<file path="config.mk">
export PLATFORM = sky130hd
export DESIGN_NAME = clk_stop_ctrl
export DESIGN_NICKNAME = d
export VERILOG_FILES = /design/src/rtl/clk_stop_pkg.sv /design/src/rtl/clk_stop_filter.sv /design/src/rtl/clk_stop_resume_timer.sv /design/src/rtl/clk_stop_pair_gate.sv /design/src/rtl/clk_stop_ctrl.sv
export SDC_FILE = /design/constraint.sdc
export NUM_CORES = 1
export LEC_CHECK = 0
export ABC_CLOCK_PERIOD_IN_PS = 1200
export CORE_ASPECT_RATIO = 0.75
export CORE_UTILIZATION = 30
export DETAILED_ROUTE_END_ITERATION = 6
export SLEW_MARGIN = 20
export SYNTH_ARGS = -nofsm -noshare
export SYNTH_HDL_FRONTEND = slang
export SYNTH_SLANG_ARGS = --single-unit
</file>
<file path="constraint.sdc">
create_clock -name clk -period 1.2 [get_ports clk]
set_clock_uncertainty 0.05 [all_clocks]
set_input_delay 0.24 -clock clk [delete_from_list [all_inputs] [get_ports clk]]
set_output_delay 0.24 -clock clk [all_outputs]
set_load 0.01 [all_outputs]
</file>
<file path="src/rtl/clk_stop_pkg.sv">
package clk_stop_pkg;

    typedef struct packed {
        logic t;
        logic t_oe;
        logic c;
        logic c_oe;
    } pair_drv_t;

    localparam pair_drv_t PAIR_OFF = '{t: 1'b0, t_oe: 1'b0, c: 1'b0, c_oe: 1'b0};

    // Leg values for one pair from its run state and the global controls.
    function automatic pair_drv_t drive_pair(
        input logic en,
        input logic running,
        input logic ph,
        input logic park_float,
        input logic released
    );
        pair_drv_t d;
        d = PAIR_OFF;
        if (en) begin
            if (running) begin
                d.t = ph;
                d.t_oe = 1'b1;
                d.c = ~ph;
                d.c_oe = 1'b1;
            end else if (!park_float || released) begin
                d.t = 1'b1;
                d.t_oe = 1'b1;
            end
        end
        return d;
    endfunction

endpackage

</file>
<file path="src/rtl/clk_stop_filter.sv">
module clk_stop_filter #(
    parameter int SYNC_STAGES = 2
) (
    input  logic clk,
    input  logic rst,
    input  logic req_n,
    input  logic samp_en,
    output logic acc_n,
    output logic release_evt
);
    logic [SYNC_STAGES-1:0] sync_q;
    logic                   sync_lvl;
    logic                   prev_q;
    logic                   acc_q;

    assign sync_lvl = sync_q[SYNC_STAGES-1];

    always_ff @(posedge clk) begin
        if (rst) begin
            sync_q <= '1;
            prev_q <= 1'b1;
            acc_q  <= 1'b1;
        end else begin
            sync_q <= {sync_q[SYNC_STAGES-2:0], req_n};
            if (samp_en) begin
                prev_q <= sync_lvl;
                if (sync_lvl == prev_q) begin
                    acc_q <= sync_lvl;
                end
            end
        end
    end

    assign acc_n       = acc_q;
    assign release_evt = samp_en && sync_lvl && prev_q && !acc_q;
endmodule

</file>
<file path="src/rtl/clk_stop_resume_timer.sv">
module clk_stop_resume_timer #(
    parameter int RESUME_EDGES = 2,
    parameter int CNT_W = $clog2(RESUME_EDGES + 1)
) (
    input  logic clk,
    input  logic rst,
    input  logic samp_en,
    input  logic load,
    input  logic armed,
    output logic done
);
    logic [CNT_W-1:0] cnt_q;

    always_ff @(posedge clk) begin
        if (rst) begin
            cnt_q <= '0;
        end else if (load) begin
            cnt_q <= CNT_W'(RESUME_EDGES);
        end else if (samp_en && armed && cnt_q != '0) begin
            cnt_q <= cnt_q - 1'b1;
        end
    end

    assign done = (cnt_q == '0);
endmodule

</file>
<file path="src/rtl/clk_stop_pair_gate.sv">
module clk_stop_pair_gate
    import clk_stop_pkg::*;
(
    input  logic      clk,
    input  logic      rst,
    input  logic      ph,
    input  logic      rise_evt,
    input  logic      stop_go,
    input  logic      resume_go,
    input  logic      stoppable,
    input  logic      en,
    input  logic      park_float,
    input  logic      released,
    output pair_drv_t drv
);
    logic run_q;

    always_ff @(posedge clk) begin
        if (rst) begin
            run_q <= 1'b1;
        end else if (rise_evt && !stoppable) begin
            run_q <= 1'b1;
        end else if (run_q && stop_go) begin
            run_q <= 1'b0;
        end else if (!run_q && resume_go) begin
            run_q <= 1'b1;
        end
    end

    assign drv = drive_pair(en, run_q, ph, park_float, released);
endmodule

</file>
<file path="src/rtl/clk_stop_ctrl.sv">
module clk_stop_ctrl
    import clk_stop_pkg::*;
#(
    parameter int N_PAIRS      = 4,
    parameter int SYNC_STAGES  = 2,
    parameter int RESUME_EDGES = 2
) (
    input  logic               clk,
    input  logic               rst,
    input  logic               stop_req_n,
    input  logic               park_float,
    input  logic [N_PAIRS-1:0] stoppable,
    input  logic [N_PAIRS-1:0] pair_en,
    output logic [N_PAIRS-1:0] dif_t,
    output logic [N_PAIRS-1:0] dif_t_oe,
    output logic [N_PAIRS-1:0] dif_c,
    output logic [N_PAIRS-1:0] dif_c_oe
);
    localparam int CNT_W = $clog2(RESUME_EDGES + 1);

    logic ph_q;
    logic samp_en;
    logic rise_evt;
    logic acc_n;
    logic release_evt;
    logic wait_done;
    logic stop_go;
    logic resume_go;

    // Pair clock: reference divided by two; true leg equals ph_q.
    always_ff @(posedge clk) begin
        if (rst) begin
            ph_q <= 1'b0;
        end else begin
            ph_q <= ~ph_q;
        end
    end

    assign samp_en  = ph_q;   // complement leg rises on this edge
    assign rise_evt = ~ph_q;  // true leg rises on this edge

    clk_stop_filter #(.SYNC_STAGES(SYNC_STAGES)) u_filter (
        .clk(clk), .rst(rst), .req_n(stop_req_n), .samp_en(samp_en),
        .acc_n(acc_n), .release_evt(release_evt)
    );

    clk_stop_resume_timer #(.RESUME_EDGES(RESUME_EDGES), .CNT_W(CNT_W)) u_timer (
        .clk(clk), .rst(rst), .samp_en(samp_en), .load(release_evt),
        .armed(acc_n), .done(wait_done)
    );

    assign stop_go   = rise_evt && !acc_n;
    assign resume_go = rise_evt && acc_n && wait_done;

    for (genvar g = 0; g < N_PAIRS; g++) begin : g_pair
        pair_drv_t drv;
        clk_stop_pair_gate u_gate (
            .clk(clk), .rst(rst), .ph(ph_q), .rise_evt(rise_evt),
            .stop_go(stop_go), .resume_go(resume_go), .stoppable(stoppable[g]),
            .en(pair_en[g]), .park_float(park_float), .released(acc_n),
            .drv(drv)
        );
        assign dif_t[g]    = drv.t;
        assign dif_t_oe[g] = drv.t_oe;
        assign dif_c[g]    = drv.c;
        assign dif_c_oe[g] = drv.c_oe;
    end
endmodule

</file>
# --- After elaboration in Yosys (flattened, before gate mapping) ---
# Index checks and enable logic that the tools add are counted.
totals:
  input_bits: 12
  reg_bits: 11
  word_cells: 80
  out_inout_bits: 16
classes:
  muxes: 23
  addsub: 1
  n_reduce_logical: 44
  bitwise_logic: 1
  eq_ne: 1
ops:
  columns: ["op", "count"]
  rows:
  - ["two-way mux 2 bit", 11]
  - ["logical AND 1 bit", 20]
  - ["two-way mux 4 bit", 4]
  - ["nonzero test 2 bit", 6]
  - ["logical NOT 1 bit", 10]
  - ["OR reduction 2 bit", 5]
  - ["two-way mux 1 bit", 8]
  - ["logical NOT 2 bit", 1]
  - ["AND reduction 2 bit", 1]
  - ["subtractor 2 x 1 -> 2 bit, second input constant", 1]
  - ["equality test 1 bit", 1]
  - ["logical OR 1 bit", 1]
  - ["NOT 1 bit", 1]

# --- Logic depth before layout (Yosys ltp) ---
logic_depth:
  word_depth: 6
  depth_mapped: 5
  depth_no_buf: 5

# --- Hierarchy ---
# A second synthesis with hierarchy kept.
unflattened:
  cells_unflattened: 77
  hier_area_um2: 665.6
modules_own_cells:
  columns: ["mod", "seq_area_each_um2", "cells_each", "area_each_um2", "instances"]
  rows:
  - ["clk_stop_pair_gate", 20.0, 12, 92.6, 4]
  - ["clk_stop_filter", 80.1, 13, 142.6, 1]
  - ["clk_stop_resume_timer", 40.0, 11, 112.6, 1]
  - ["clk_stop_ctrl", 20.0, 5, 40.0, 1]

# --- Worst setup path before layout ---
# Ideal clock, no wire load.
synth_path:
  path_kind: "register to output"
  start: "reg u_filter.acc_q, in the netlist u_filter.acc_n"
  end: "out dif_t[0]"
  stages_incl_launch_ff: 4
  path_buffers: 0
  path_slack_ps: -105
  required_time_ps: 910
  arrival_time_ps: 1015
  cell_sequence: "dfxtp_1 > nand2b_2 > o21a_1 > a21boi_0"
synth_between:
  elab_chain_cells: 4
synth_lines:
  columns: ["item", "line", "source"]
  rows:
  - ["start: declaration", "clk_stop_filter.sv:14", "logic acc_q;"]
  - ["start signal: assignment", "clk_stop_filter.sv:28", "acc_q <= sync_lvl;"]
  - ["logical OR 1 bit", "clk_stop_pkg.sv:28", "end else if (!park_float || released) begin"]
  - ["two-way mux 2 bit", "clk_stop_pkg.sv:28", null]
  - ["two-way mux 2 bit", "clk_stop_pkg.sv:23", "if (running) begin"]
  - ["two-way mux 4 bit", "clk_stop_pkg.sv:22", "if (en) begin"]
  - ["end: declaration", "clk_stop_ctrl.sv:14", "output logic [N_PAIRS-1:0] dif_t,"]
# Every way passes these cells.

# --- Worst setup path after layout ---
layout_path:
  start: "reg u_filter.acc_q, in the netlist u_filter.acc_n"
  end: "out dif_t[1]"
# Same word-level chain as after synthesis.

==> results.cfg <==
[placement]
place_area_um2 = 980
hpwl_um = 1110
portBuffers = 27
place.gp.congestion = 0.721

[synthesis]
ys_top_cells_by_area = dfxtp_1, a21o_1, nand2b_1
async_flop_share_pct = 0
yosys.cell_types.count = 27
synth_area_leader_cell = dfxtp_1
syn_area_per_cell_um2 = 9.04
syn_inst = 66
yosysSeqAreaShare_pct = 36.9
synthFlopType = dfxtp_1
syn_nets = 79
synth_top_area_share_pct = 36.9
synth_common_cells = dfxtp_1, a21o_1, nand2b_1
yosysWarnings = 0
synth_edf_count = 0
synth_most_common_cell = dfxtp_1
ys_ff_latch = 11
syn_area_um2 = 597

[clock_tree]
cts_root_buffer = clkbuf_4
h-tree-depth = 1
clock_sinks = 11
clock_path_buffers = 2
clk_latency_ns = 0.27
clk_pin_slew_worst_paths_ns = 0.08
cts_made_buffers = 3
cts_tree = built

[setup_path]
crit_type = flop to primary output
critPathMaxFanout = 4
reg2reg_to = u_timer.cnt_q[1]
reg2reg_depth = 5
worstPathArrival_ns = 1.22
crit_start = u_filter.acc_n
rrSetupSlack_ns = -0.04
worstReg2RegStart = u_timer.cnt_q[1]
critPathLaunchType = flop
end_kind = primary output
crit_required_ns = 0.91

[hold_path]
hold_depth = 1
min_to = u_filter.sync_q[1]
hold_path_class = flop to flop
hold_start = u_filter.sync_q[0]

[timing]
worstMarginPinSlew_ns = 0.189
finalCritPeriodShare_pct = 125
rsz0062_at_grt = yes
fin_hold_ws_ns = 0.370
setup_slack_ns = -0.305
final_max_slew_viol_count = 0
setup_violations = 13
max_freq_mhz = 664
max_slew_margin_pct = 87.4
hold_viol_final = 0
fin_crit_ns = 1.51

[grt]
overflow = 0
grt_pass1_vias = 503
grt_first_pass_wirelength_um = 2210
track_usage_pct = 15.4
grt_max_degree = 13
grt_antenna_before_repair = 0

[floorplan]
ios = 28
row_count = 13
dieArea_um2 = 2170
core-area_um2 = 1810
initial_core_util_pct = 33.1
dieWidth_um = 53.5
chipHeight_um = 40.6

[detailed_routing]
drc = 0
drtIter0Drc = 4
via_count = 592
drt_wl_total_um = 1480
vias_per_cell = 4.55
ant_nets = 0
drtPass1Iterations = 4
wire_per_inst_um = 11.4

[layout]
fin_area_um2 = 1060
antenna_cells = 0
layout.nets = 122
area_growth_pct = 77.1
drive_above_1_share_pct = 63.0

[outcome]
violations = negative setup slack
status = finished with violations

[power]
power.leakage_nw = 0.475
ir_drop_uv = 812
powerDensity_nw_per_um2 = 796
power_mw = 0.842

[run]
maxCapViolCount = 0
final cells by class:
cell class / instances / area, µm²
well taps: 22 / 27.5
clock inverters: 1 / 5.00
fillers: 168 / 748
inverters: 3 / 16.3
repair buffers: 40 / 344
flip-flops and latches: 11 / 230
multi-input cells: 50 / 412
clock buffers: 3 / 22.5
worst max path at each step:
stage                            end  slack, ns
finish                      dif_t[1]      -0.31
global route                dif_t[1]      -0.39
CTS                         dif_t[0]      -0.33
detailed placement          dif_t[0]      -0.74
global placement            dif_t[3]      -0.75
floorplan           u_timer.cnt_q[1]      0.007
worst max-delay path, stage by stage (launching register included):
cell and delay, ns:
dfxtp_2 0.32, nand2b_4 0.15, o21a_1 0.18, a21boi_2 0.15
buf_2 0.13
logic make-up (layout without fill, tap and decap cells):
group / after synthesis / in the layout / share of synthesized area, %
and+or+nand+nor: 27 / 27 / 27.5
DFF: 11 / 11 / 36.9
adders and majority gates: 1 / 1 / 2.10
xor gates and xnor gates: 1 / 1 / 1.47
AOI/OAI and AO/OA: 20 / 20 / 26.0
buffers and inverters: 5 / 47 / 4.40
muxes: 1 / 1 / 1.68
sequential cells by signal (all words and copies together), names as in the netlist:
signal,count
u_timer.cnt_q,2
u_filter.sync_q,2
g_pair.u_gate.run_q,4
ph_q,1
u_filter.prev_q,1
u_filter.acc_n,1
timing repair:
item,4_1_cts,5_1_grt
pin swaps,6,1
hold buffers,0,0
setup buffers,1,1
gates resized for setup,85,16
endpoints found under the setup margin,20,22
power breakdown:
part           switching (mW)  internal [mW]
clock                   0.139          0.124
combinational          0.0774          0.122
sequential            0.00609          0.374
per-stage QoR:
step | TNS [ns] | utilization, % | instances | worst slack, ns
finish | -2.66 | 58.6 | 130 | -0.305
global route | -3.55 | 58.6 | 130 | -0.387
CTS | -3.07 | 55.2 | 129 | -0.326
detailed placement | -10.40 | 54.3 | 124 | -0.740
global placement | -10.23 | 54.3 | 124 | -0.750
floorplan | 0 | - | 66 | 0.00747
cell usage in the layout (no fill, tap or decap):
cell type         n
nand2b_4          3
buf_2             6
clkinv_2          1
a21oi_1           1
dfxtp_1           3
buf_4            13
dfxtp_2           8
buf_6            10
mux2i_1           1
o21bai_1          1
and2_4            6
a21o_2            3
a21o_1            5
o21ba_2           1
a21boi_2          4
nand2b_1          3
and2_2            3
nand2_1           4
and3b_1           1
or2_2             2
nand3b_1          1
ha_4              1
inv_6             1
nor2_1            2
a211o_1           1
nor2_2            1
xnor2_1           1
nor3_1            1
clkdlybuf4s50_1   6
o21a_1            4
inv_2             2
dlygate4sd2_1     5
clkbuf_4          3
layer usage:
| metal | track usage, % | vias up | part of all wire, % |
|---|---|---|---|
| li1 | - | 311 | - |
| met1 | 19.3 | 256 | 49 |
| met2 | 23.1 | 23 | 43 |
| met3 | 7.04 | 2 | 7.0 |
| met4 | 5.92 | 0 | 0.95 |
| met5 | 0 | - | 0 |
Power figures use the tool's default switching activity.
